[src/rtl/addgen_tpg_pkg.sv]
package addgen_tpg_pkg;

    typedef enum logic [1:0] {
        ST_IDLE = 2'd0,
        ST_RUN  = 2'd1,
        ST_DONE = 2'd2
    } gen_state_e;

endpackage

[src/rtl/addgen_mod_adder.sv]
// Ripple adder that never forms the carry out of the top bit, so the
// result is the sum modulo 2^W.
module addgen_mod_adder #(
    parameter int W = 8
) (
    input  logic [W-1:0] a,
    input  logic [W-1:0] b,
    output logic [W-1:0] sum
);

    logic [W-1:0] carry;

    assign carry[0] = 1'b0;

    for (genvar g = 0; g < W; g++) begin : g_bit
        assign sum[g] = a[g] ^ b[g] ^ carry[g];
        if (g < W - 1) begin : g_carry
            assign carry[g+1] = (a[g] & b[g]) | (a[g] & carry[g]) | (b[g] & carry[g]);
        end
    end

endmodule

[src/rtl/addgen_seq_ctrl.sv]
module addgen_seq_ctrl
    import addgen_tpg_pkg::*;
(
    input  logic       clk,
    input  logic       rst,
    input  logic       preset,
    input  logic       enable,
    input  logic       tgt_zero,
    input  logic       at_last,
    output gen_state_e st,
    output logic       ld,
    output logic       adv,
    output logic       done
);

    gen_state_e nxt;

    // Next-state selection
    always_comb begin
        nxt = st;
        if (preset) begin
            nxt = tgt_zero ? ST_DONE : ST_RUN;      // T_LOAD0 / T_LOAD
        end else begin
            unique case (st)
                ST_IDLE: nxt = ST_IDLE;             // T_HOLD
                ST_RUN:  nxt = (enable && at_last) ? ST_DONE : ST_RUN; // T_FINISH / T_STEP
                ST_DONE: nxt = ST_DONE;             // T_HOLD
                default: nxt = ST_IDLE;
            endcase
        end
    end

    // State register
    always_ff @(posedge clk) begin
        if (rst) st <= ST_IDLE;
        else     st <= nxt;
    end

    // Outputs decoded from the state
    always_comb begin
        ld   = preset;
        adv  = 1'b0;
        done = 1'b0;
        unique case (st)
            ST_IDLE: adv = 1'b0;
            ST_RUN:  adv = enable && !preset;
            ST_DONE: done = 1'b1;
            default: adv = 1'b0;
        endcase
    end

endmodule

[src/rtl/addgen_datapath.sv]
module addgen_datapath #(
    parameter int W = 8
) (
    input  logic         clk,
    input  logic         rst,
    input  logic         ld,
    input  logic         adv,
    input  logic [W-1:0] seed,
    input  logic [W-1:0] step,
    input  logic [W-1:0] target,
    output logic [W-1:0] pattern,
    output logic [W-1:0] index,
    output logic [W-1:0] tgt_q,
    output logic         tgt_zero,
    output logic         at_last
);

    localparam logic [W-1:0] ONE = W'(1);

    logic [W-1:0] pat_nxt;
    logic [W-1:0] idx_nxt;

    addgen_mod_adder #(.W(W)) u_pat_add (
        .a   (pattern),
        .b   (step),
        .sum (pat_nxt)
    );

    addgen_mod_adder #(.W(W)) u_idx_add (
        .a   (index),
        .b   (ONE),
        .sum (idx_nxt)
    );

    assign tgt_zero = (target == '0);
    assign at_last  = (idx_nxt == tgt_q);

    always_ff @(posedge clk) begin
        if (rst) begin
            pattern <= '0;
            index   <= '0;
            tgt_q   <= '0;
        end else if (ld) begin
            pattern <= seed;
            index   <= '0;
            tgt_q   <= target;
        end else if (adv) begin
            pattern <= pat_nxt;
            index   <= idx_nxt;
        end
    end

endmodule

[src/rtl/addgen_tpg.sv]
module addgen_tpg
    import addgen_tpg_pkg::*;
#(
    parameter int W = 8
) (
    input  logic         clk,
    input  logic         rst,
    input  logic         preset,
    input  logic         enable,
    input  logic [W-1:0] seed,
    input  logic [W-1:0] step,
    input  logic [W-1:0] target,
    output logic [W-1:0] pattern,
    output logic [W-1:0] index,
    output logic         done
);

    gen_state_e   st;
    logic         ld;
    logic         adv;
    logic         tgt_zero;
    logic         at_last;
    logic [W-1:0] tgt_q;

    addgen_seq_ctrl u_ctrl (
        .clk      (clk),
        .rst      (rst),
        .preset   (preset),
        .enable   (enable),
        .tgt_zero (tgt_zero),
        .at_last  (at_last),
        .st       (st),
        .ld       (ld),
        .adv      (adv),
        .done     (done)
    );

    addgen_datapath #(.W(W)) u_dp (
        .clk      (clk),
        .rst      (rst),
        .ld       (ld),
        .adv      (adv),
        .seed     (seed),
        .step     (step),
        .target   (target),
        .pattern  (pattern),
        .index    (index),
        .tgt_q    (tgt_q),
        .tgt_zero (tgt_zero),
        .at_last  (at_last)
    );

endmodule

[config.mk]
export PLATFORM = sky130hd
export DESIGN_NAME = addgen_tpg
export DESIGN_NICKNAME = d
export VERILOG_FILES = /design/src/rtl/addgen_tpg_pkg.sv /design/src/rtl/addgen_mod_adder.sv /design/src/rtl/addgen_seq_ctrl.sv /design/src/rtl/addgen_datapath.sv /design/src/rtl/addgen_tpg.sv
export SDC_FILE = /design/constraint.sdc
export NUM_CORES = 1
export LEC_CHECK = 0
export BUFFER_PORTS_ARGS = -buffer_cell sky130_fd_sc_hd__buf_2
export CAP_MARGIN = 10
export CORE_ASPECT_RATIO = 0.7
export CORE_UTILIZATION = 40
export DETAILED_ROUTE_END_ITERATION = 16
export GPL_TIMING_DRIVEN = 0
export PLACE_DENSITY = 0.64
export SYNTH_ARGS = -nofsm -noshare
export SYNTH_HDL_FRONTEND = slang
export SYNTH_SLANG_ARGS = --single-unit
export TNS_END_PERCENT = 20
[constraint.sdc]
create_clock -name clk -period 4.65 [get_ports clk]
set_input_delay 0.2325 -clock clk [delete_from_list [all_inputs] [get_ports clk]]
set_output_delay 0.2325 -clock clk [all_outputs]
set_load 0.1 [all_outputs]
==> results of run 1 <==
==> state kept, by name, indices dropped and copies added (netlist names) <==
name,cells
u_ctrl.st,2
u_dp.index,8
u_dp.pattern,8
u_dp.tgt_q,8
==> cell usage after synthesis <==
master | instances | area share
a2111oi_1 | 1 | 0.0072
a21oi_1 | 6 | 0.022
a311oi_1 | 8 | 0.050
and2_1 | 1 | 0.0045
buf_2 | 6 | 0.022
buf_4 | 1 | 0.0054
clkbuf_1 | 1 | 0.0027
dfxtp_1 | 26 | 0.37
fa_1 | 6 | 0.086
ha_1 | 9 | 0.081
inv_1 | 3 | 0.0081
mux2i_1 | 8 | 0.058
nand2_1 | 30 | 0.081
nand4_1 | 2 | 0.0090
nor2_1 | 23 | 0.062
nor2b_1 | 1 | 0.0045
nor3b_1 | 1 | 0.0054
nor4_1 | 2 | 0.0090
o21ai_0 | 1 | 0.0036
o2bb2ai_1 | 1 | 0.0063
o41a_1 | 1 | 0.0081
or2_1 | 1 | 0.0045
or3_1 | 1 | 0.0045
xnor2_1 | 9 | 0.057
xnor2_2 | 1 | 0.012
xor2_1 | 2 | 0.013
==> logic make-up after synthesis <==
| family | after synthesis |
|---|---|
| adders and majority gates | 15 |
| muxes | 8 |
| AOI/OAI and AO/OA | 18 |
| and+or+nand+nor | 62 |
| DFF | 26 |
| xor gates and xnor gates | 12 |
| buffers and inverters | 11 |
==> stage by stage <==
| step | cell area (sq um) | total power, mW | hold slack [ns] | util |
|---|---|---|---|---|
| 2_1_floorplan | 1390 | 0.331 | 0.380 | - |
| 3_3_place_gp | 1660 | 0.360 | 0.462 | 0.515 |
| 3_5_place_dp | 1660 | 0.363 | 0.473 | 0.515 |
| 4_1_cts | 1720 | 0.508 | 0.209 | 0.532 |
| 5_1_grt | 1720 | 0.529 | 0.216 | 0.532 |
| 6_report | 1720 | 0.503 | 0.211 | 0.532 |
==> worst max-delay path, stage by stage (launching register included) <==
cell	delay, ns
dfxtp_1	0.34
ha_1	0.19
fa_1	0.38
fa_1	0.38
fa_1	0.40
fa_1	0.39
fa_1	0.39
fa_1	0.38
xnor2_1	0.16
or3_1	0.32
a311oi_1	0.27
==> layout make-up <==
cell class / instances / share of cell area
buffer: 8 / 0.0240
clock buffer: 4 / 0.0320
inverter: 3 / 0.00655
multi-input combinational: 115 / 0.475
sequential: 26 / 0.303
tap: 47 / 0.0342
timing repair buffer: 43 / 0.125
==> power by group <==
part | total, mW | internal, mW | leakage (nW) | switching [mW]
registers | 0.242 | 0.233 | 0.214 | 0.00872
logic | 0.115 | 0.0366 | 0.547 | 0.0788
clock network | 0.146 | 0.0757 | 0.0288 | 0.0700
total | 0.503 | 0.345 | 0.789 | 0.158
==> routing by layer <==
layer | share of wire | wire length (um)
met5 | 0 | 0
met4 | 0.0063 | 19
met3 | 0.056 | 171
met2 | 0.44 | 1330
met1 | 0.50 | 1510
==> worst max path at each step <==
| stage | from | to | slack (ns) | cells after the start |
|---|---|---|---|---|
| after floorplan | u_dp.pattern[0] | u_dp.pattern[7] | 0.63 | 10 |
| after global placement | step[0] | u_dp.pattern[7] | 0.98 | 11 |
| after detailed placement | step[0] | u_dp.pattern[7] | 0.93 | 11 |
| after CTS | u_dp.pattern[0] | u_dp.pattern[7] | 0.92 | 10 |
| after global routing | u_dp.pattern[0] | u_dp.pattern[7] | 0.78 | 10 |
| final | u_dp.pattern[0] | u_dp.pattern[7] | 0.95 | 10 |
==> out/metrics.cfg, run 1 <==
[floorplanning]
ios=45
start_util=0.430
die_area_sq_um=3720
core_sq_um=3230
fp.dieW_um=72.5
floorplan.die.height_um=51.3
num_rows=17

[yosys]
synth_xor_area_frac=0.0810
synth_top_family_by_area=simple AND/OR/NAND/NOR gates
ys_warn_count=0
synth_cells=152
synth_compound_area_frac=0.0972
avgSynthCellArea_sq_um=9.15
yosys.area_share.simple=0.185
synthAdderAreaFrac=0.167
ys_types=26
syn-num-nets=195
ys_ff_latch=26
muxShareOfSynthArea=0.0576
seq_area_frac_synth=0.374
syn-cell-area_sq_um=1390

[clock_tree]
clk_pin_slew_ns=0.09
holdBufCountCts=0
htreeDepth=1
post_cts_resized=0
cts.sink_count=26
cts_buffers=3
clockBufferDepth=2
cts-root-buf=clkbuf_8
cts_tree=done
insertion_delay_ns=0.27
postCtsSetupRepairBufs=0

[setup_path]
r2r_cells=10
crit_type=flop to flop
crit_path_end_kind=flop
path_max_fanout=3
reg2reg_to=u_dp.pattern[7]
arrival_ns=3.88
r2r_slack_ns=0.95
crit_required_ns=4.83
start_kind=flop
rr_startpoint=u_dp.pattern[0]

[finish]
diodes=0
multiInputGateArea_sq_um=817
final_common_cell=buf_2
regArea_sq_um=520
n_fill_cell=317
num-nets-final=243
finalNonFillerCells=246
drive_above_1_share=0.276
syn_to_final_growth_pct=23.7
mostFrequentLayoutCells=49 x buf_2, 30 x nand2_1, 26 x dfxtp_1, 23 x nor2_1

[timing]
slew_viol_final=0
max_freq_mhz=270
clock_skew_ns=0.00667
min_period_ns=3.70
setup_ws_ns=0.949
worst_pin_slew_ns=0.493
finalHoldViolCount=0
slew_headroom=0.671
setup_viol=0
fin_crit_sh=0.796
fin_tns_setup_ns=0
rsz0062_at_grt=no

[placed_design]
dp.cells=242
dp.final_hpwl_mm=2.40
portBuffers=43
gp_congestion=0.791
post-place-ws_ns=0.926

[run_status]
outcome=complete, no violations

[run]
max-cap-violations=0

[global_route]
grt_pass1_vias=1173
grt.busiest_layer=met2
met3_usage=0.0414
grtUsageTotal=0.181
antenna_found_initial=0
grt.met1_usage=0.244
grtUsageMet2=0.298
grt_max_degree=15
grt_first_pass_wirelength_mm=5.18
grt_remaining_overflow=0

[min_path]
hold_end=u_dp.tgt_q[5]
hold_depth=3
worstHoldStart=target[5]
min_path_type=input pin to flop

[detailed_routing]
ant_nets=0
drt_pre_antenna_iters=4
drtIter0Drc=26
avgRoutedWirePerCell_um=12.3
drc_errors=0
viasPerCell=4.82
drt_wl_total_mm=3.03
vias=1186

[power]
leakagePower_nw=0.789
ir_drop_mv=0.156
power_per_cell_area_nw_per_um2=292

Note: power is estimated with default switching activity, not from simulation.
==> inputs of run 2 (changes only) <==
==> constraint.sdc (replaced) <==
create_clock -name clk -period 3.69 [get_ports clk]
set_input_delay 0.1845 -clock clk [delete_from_list [all_inputs] [get_ports clk]]
set_output_delay 0.1845 -clock clk [all_outputs]
set_load 0.1 [all_outputs]
==> run 2 against run 1 <==
  * Critical path depth is the same
  * Critical endpoint unchanged
  * First-iteration DRC count grew 12%
  * Count of clock-buffer cells in the layout is the same
  * Largest cell class unchanged
  * Critical path type unchanged
==> out/metrics.cfg, run 2 (synthesis gave the netlist of run 1 again) <==
[run_status]
outcome=complete, no violations

[setup_path]
path_cells=ha_1 -> fa_1 -> fa_2 -> fa_2 -> fa_2 -> fa_2 -> fa_2 -> xnor2_2 -> or3_1 -> a311oi_2
crit_required_ns=3.88  ; -0.95 ns
r2r_cells=10  ; unchanged
cp_slowest_stage_delay_ns=0.39  ; about the same
path_max_fanout=3  ; unchanged
r2r_slack_ns=0.15  ; -0.80 ns
cp_common_cell=fa_2
rr_startpoint=u_dp.pattern[0]
reg2reg_to=u_dp.pattern[7]
crit_buf_inv=0  ; unchanged
arrival_ns=3.73  ; -0.15 ns
crit_type=flop to flop
cpLargestDelayFamily=adder cells
crit_path_end_kind=flop
start_kind=flop
critPathSlowestCell=fa_1

[timing]
slew_viol_final=0  ; unchanged
min_period_ns=3.54  ; -0.161 ns
setup_ws_ns=0.150  ; -0.799 ns
worst_pin_slew_ns=0.490  ; -0.00296 ns
fin_tns_setup_ns=0  ; unchanged
setup_viol=0  ; unchanged
finalHoldViolCount=0  ; unchanged
max_freq_mhz=282  ; +4.5%
fin_crit_sh=0.959  ; +0.163
slew_headroom=0.673  ; +0.00198
rsz0062_at_grt=no
clock_skew_ns=0.00845  ; +0.00178 ns

[floorplanning]
die_area_sq_um=3720  ; unchanged
core_sq_um=3230  ; unchanged
floorplan.die.height_um=51.3  ; unchanged
fp.dieW_um=72.5  ; unchanged
num_rows=17  ; unchanged
ios=45  ; unchanged
start_util=0.430  ; unchanged

[detailed_routing]
viasPerCell=4.92  ; +2.1%
avgRoutedWirePerCell_um=12.7  ; +3.0%
vias=1211  ; +2.1%
wl_met2_mm=1.42  ; +7.3%
ant_nets=0  ; unchanged
drt_pre_antenna_iters=4  ; unchanged
routed-wl-met3_um=166  ; -2.9%
drt_wl_total_mm=3.12  ; +3.0%
top_layer=met4
drtIter0Drc=29  ; +12%
drc_errors=0  ; unchanged
drt-met1-wl_mm=1.52  ; +0.46%

[clock_tree]
cts.sink_count=26  ; unchanged
cts_tree=done
clk_pin_slew_ns=0.10  ; about the same
postCtsSetupRepairBufs=0  ; unchanged
clockBufferDepth=2  ; unchanged
insertion_delay_ns=0.28  ; about the same
holdBufCountCts=0  ; unchanged
cts-root-buf=clkbuf_8
cts_buffers=3  ; unchanged
htreeDepth=1  ; unchanged

[global_route]
grt_remaining_overflow=0  ; unchanged
grt_max_degree=15  ; unchanged
grtUsageTotal=0.179  ; -0.00261
grt_first_pass_wirelength_mm=5.09  ; -1.6%
antenna_found_initial=0  ; unchanged
grt_pass1_vias=1134  ; -3.3%

[placed_design]
gp_congestion=0.784  ; -0.86%
dp.cells=242  ; unchanged
post-place-ws_ns=-0.0797  ; -1.01 ns
portBuffers=43  ; unchanged
dp.final_hpwl_mm=2.52  ; +5.0%
placed_area_sq_um=1670  ; +0.30%

[finish]
mostFrequentLayoutCells=49 x buf_2, 30 x nand2_1, 24 x dfxtp_1, 23 x nor2_1, 9 x ha_1
final_common_cell=buf_2
drive_above_1_share=0.322  ; +0.0452
top_regs=u_dp.index x8, u_dp.pattern x8, u_dp.tgt_q x8
post-route-cell-area_sq_um=1750  ; +1.8%
finalNonFillerCells=246  ; unchanged
diodes=0  ; unchanged
num-nets-final=243  ; unchanged
syn_to_final_growth_pct=25.9
n_fill_cell=325  ; +2.5%
finalCoreUtilization=0.541  ; +0.00967

[min_path]
min_path_type=input pin to flop
hold_end=u_dp.tgt_q[5]
hold_depth=3  ; unchanged
worstHoldStart=target[5]

[power]
leakagePower_nw=0.790  ; about the same
ir_drop_mv=0.231  ; +48%
power_per_cell_area_nw_per_um2=369  ; +26%

[run]
max-cap-violations=0  ; unchanged

[run 2: cell counts in the layout (fill, tap and decap cells not counted)]
Identical to the previous run, type by type.
[run 2: worst max-delay path by stage]
stage	startpoint	endpoint	slack, ns	cells after the start
after global placement	u_dp.pattern[0]	u_dp.pattern[7]	0.04	10
after detailed placement	u_dp.pattern[0]	u_dp.pattern[7]	-0.08	10
final	u_dp.pattern[0]	u_dp.pattern[7]	0.15	10
after CTS	u_dp.pattern[0]	u_dp.pattern[7]	0.01	10
after floorplan	u_dp.pattern[0]	u_dp.pattern[7]	0.01	10
after global routing	u_dp.pattern[0]	u_dp.pattern[7]	0.07	10
[run 2: through the flow]
step | hold WS [ns] | total power, mW
floorplan | 0.332 | 0.418
global placement | 0.438 | 0.454
detailed placement | 0.446 | 0.458
CTS | 0.157 | 0.646
global route | 0.163 | 0.678
finish | 0.155 | 0.645
[run 2: final cells by class]
class	count	area, sq um	share of cell area
buffer	8	41.3	0.0236
clock buffer	4	55.1	0.0315
inverter	3	11.3	0.00643
multi-input combinational	115	843	0.482
sequential	26	526	0.300
tap	47	58.8	0.0336
timing repair buffer	43	215	0.123
[run 2: layer usage]
layer  global-route usage  vias to the layer above
met5                    0                        -
met3               0.0513                        2
met2                0.291                       24
li1                     -                      608
met1                0.243                      577
met4               0.0196                        0
[run 2: repair_timing]
item,in CTS,in global routing
endpoints found under the hold margin,0,0
gates cloned,0,0
pin swaps,1,1
endpoints found under the setup margin,1,1
gates resized for setup,2,5
[run 2: report_power, final]
group	internal, mW	total [mW]	switching, mW
logic	0.0498	0.152	0.102
clock network	0.0955	0.189	0.0933
registers	0.294	0.305	0.0109
total	0.439	0.645	0.206
[run 2: worst reg2reg max path, cell delays in order, from the launching register on]
cell,delay [ns]
dfxtp_4,0.36
ha_1,0.18
fa_1,0.39
fa_2,0.35
fa_2,0.35
fa_2,0.35
fa_2,0.34
fa_2,0.36
xnor2_2,0.15
or3_1,0.38
a311oi_2,0.23
==> inputs of run 3 (changes only) <==
--- a/config.mk
+++ b/config.mk
@@ -11,7 +11,7 @@
 export CORE_UTILIZATION = 40
 export DETAILED_ROUTE_END_ITERATION = 16
 export GPL_TIMING_DRIVEN = 0
-export PLACE_DENSITY = 0.64
+export PLACE_DENSITY = 0.69
 export SYNTH_ARGS = -nofsm -noshare
 export SYNTH_HDL_FRONTEND = slang
 export SYNTH_SLANG_ARGS = --single-unit
==> run 3 against run 2 <==
  * Non-clock buffer count unchanged
  * Count of clock-buffer cells in the layout unchanged
  * Maximum frequency decreased by 2.0%
  * Utilization decreased by 0.39 points
  * Sequential share of layout area increased by 0.22 points
  * Die area unchanged
  * Total power increased by 3.5%
  * Worst setup slack got worse by 0.074 ns
  * Largest cell class unchanged
  * Largest power group unchanged
  * Highest routed layer unchanged
==> out/metrics.cfg, run 3 (synthesis gave the netlist of run 1 again) <==
[run_status]
outcome=complete, no violations

[detailed_routing]
drtIter0Drc=43  ; +48%
vias=1197  ; -1.2%
viasPerCell=4.87  ; -1.2%
drc_errors=0  ; unchanged
avgRoutedWirePerCell_um=13.1  ; +2.9%
drt_wl_total_mm=3.21  ; +2.9%
ant_nets=0  ; unchanged
drt_pre_antenna_iters=4  ; unchanged

[timing]
rsz0062_at_grt=no
clock_skew_ns=0.00503  ; -0.00342 ns
setup_viol=0  ; unchanged
fin_tns_setup_ns=0  ; unchanged
slew_viol_final=0  ; unchanged
max_freq_mhz=277  ; -2.0%
finalHoldViolCount=0  ; unchanged
slew_headroom=0.657  ; -0.0164
fin_crit_sh=0.979  ; +0.0199
worst_pin_slew_ns=0.515  ; +0.0246 ns
min_period_ns=3.61  ; +0.0735 ns

[floorplanning]
num_rows=17  ; unchanged
ios=45  ; unchanged
floorplan.die.height_um=51.3  ; unchanged
fp.dieW_um=72.5  ; unchanged
core_sq_um=3230  ; unchanged
start_util=0.430  ; unchanged
die_area_sq_um=3720  ; unchanged

[setup_path]
start_kind=flop
crit_type=flop to flop
path_max_fanout=3  ; unchanged
arrival_ns=3.81  ; +0.08 ns
r2r_slack_ns=0.08  ; -0.07 ns
rr_startpoint=u_dp.pattern[0]
crit_path_end_kind=flop
reg2reg_to=u_dp.pattern[7]
crit_required_ns=3.88  ; about the same
startpoint=u_dp.pattern[0]
r2r_cells=10  ; unchanged

[run]
max-cap-violations=0  ; unchanged

[finish]
drive_above_1_share=0.291  ; -0.0302
mostFrequentLayoutCells=49 x buf_2, 30 x nand2_1, 24 x dfxtp_1, 23 x nor2_1
post-route-cell-area_sq_um=1740  ; -0.71%
final_common_cell=buf_2
n_fill_cell=309  ; -4.9%
syn_to_final_growth_pct=25.0
top_regs=u_dp.index x8, u_dp.pattern x8, u_dp.tgt_q x8
num-nets-final=243  ; unchanged
diodes=0  ; unchanged

[global_route]
grtUsageMet2=0.268  ; -0.0234
grt.busiest_layer=met2
grt_pass1_vias=1070  ; -5.6%
grt_max_degree=16  ; +1
met3_usage=0.0493  ; -0.00197
grt_remaining_overflow=0  ; unchanged
antenna_found_initial=0  ; unchanged
grt.met1_usage=0.265  ; +0.0218
grtUsageTotal=0.186  ; +0.00749
grt_first_pass_wirelength_mm=5.04  ; -0.96%

[min_path]
hold_end=u_dp.tgt_q[3]
worstHoldStart=target[3]
min_path_type=input pin to flop
hold_depth=3  ; unchanged

[power]
leakagePower_nw=0.794  ; +0.51%
power_per_cell_area_nw_per_um2=384  ; +4.2%
ir_drop_mv=0.185  ; -20%

[placed_design]
gp_congestion=0.716  ; -8.7%
placed_area_sq_um=1670  ; unchanged
portBuffers=43  ; unchanged
dp.final_hpwl_mm=2.42  ; -4.0%

[clock_tree]
insertion_delay_ns=0.28  ; about the same
clockBufferDepth=2  ; unchanged
cts_tree=done
clk_pin_slew_ns=0.10  ; about the same
htreeDepth=1  ; unchanged
holdBufCountCts=0  ; unchanged
cts.sink_count=26  ; unchanged
cts-root-buf=clkbuf_8
cts_buffers=3  ; unchanged

-- run 3: cell counts in the layout (fill, tap and decap cells not counted) --
Identical to the previous run, type by type.
-- run 3: final cells by class --
type,instances,area (sq um),area share
clock buffers,4,66.3,0.0382
plain buffers,8,41.3,0.0238
multi-input cells,115,820,0.472
inverters,3,11.3,0.00648
repair buffers,43,215,0.124
flip-flops and latches,26,526,0.302
well taps,47,58.8,0.0338
-- run 3: through the flow --
step           cells  setup slack (ns)  hold WS [ns]  utilization  total power [mW]
2_1_floorplan    152            0.0132         0.332            -             0.418
3_3_place_gp     242            0.0599         0.441        0.516             0.455
3_5_place_dp     242            0.0327         0.446        0.516             0.457
4_1_cts          246            0.0180         0.152        0.537             0.671
5_1_grt          246           0.00720         0.165        0.538             0.698
6_report         246            0.0766         0.154        0.538             0.668
-- run 3: power breakdown --
group | total [mW] | leakage [nW] | internal (mW) | switching [mW]
clock network | 0.217 | 0.0339 | 0.118 | 0.0988
registers | 0.304 | 0.214 | 0.294 | 0.0105
logic | 0.146 | 0.545 | 0.0462 | 0.100
total | 0.668 | 0.794 | 0.458 | 0.209
-- run 3: critical path, cell delays in order (launching register included) --
cell,delay [ns]
dfxtp_4,0.36
ha_1,0.19
fa_1,0.39
fa_2,0.35
fa_1,0.38
fa_1,0.39
fa_1,0.39
fa_1,0.38
xnor2_1,0.14
or3_1,0.30
a311oi_1,0.25
-- run 3: worst max path at each step --
stage                                  to  slack (ns)  depth (start not counted)
after floorplan           u_dp.pattern[7]        0.01                         10
after global placement    u_dp.pattern[7]        0.06                         10
after detailed placement  u_dp.pattern[7]        0.03                         10
after CTS                 u_dp.pattern[7]        0.02                         10
after global routing      u_dp.pattern[7]       0.007                         10
final                     u_dp.pattern[7]        0.08                         10
-- run 3: per-layer routing --
layer | part of all wire | wire [um] | vias to the layer above
li1 | - | - | 605
met1 | 0.53 | 1690 | 554
met2 | 0.41 | 1310 | 33
met3 | 0.050 | 159 | 5
met4 | 0.014 | 46 | 0
met5 | 0 | 0 | -
-- run 3: repair_timing --
action / 4_1_cts / 5_1_grt
setup endpoints to repair: 0 / 1
resized for setup: 0 / 1
buffers inserted: 0 / 0
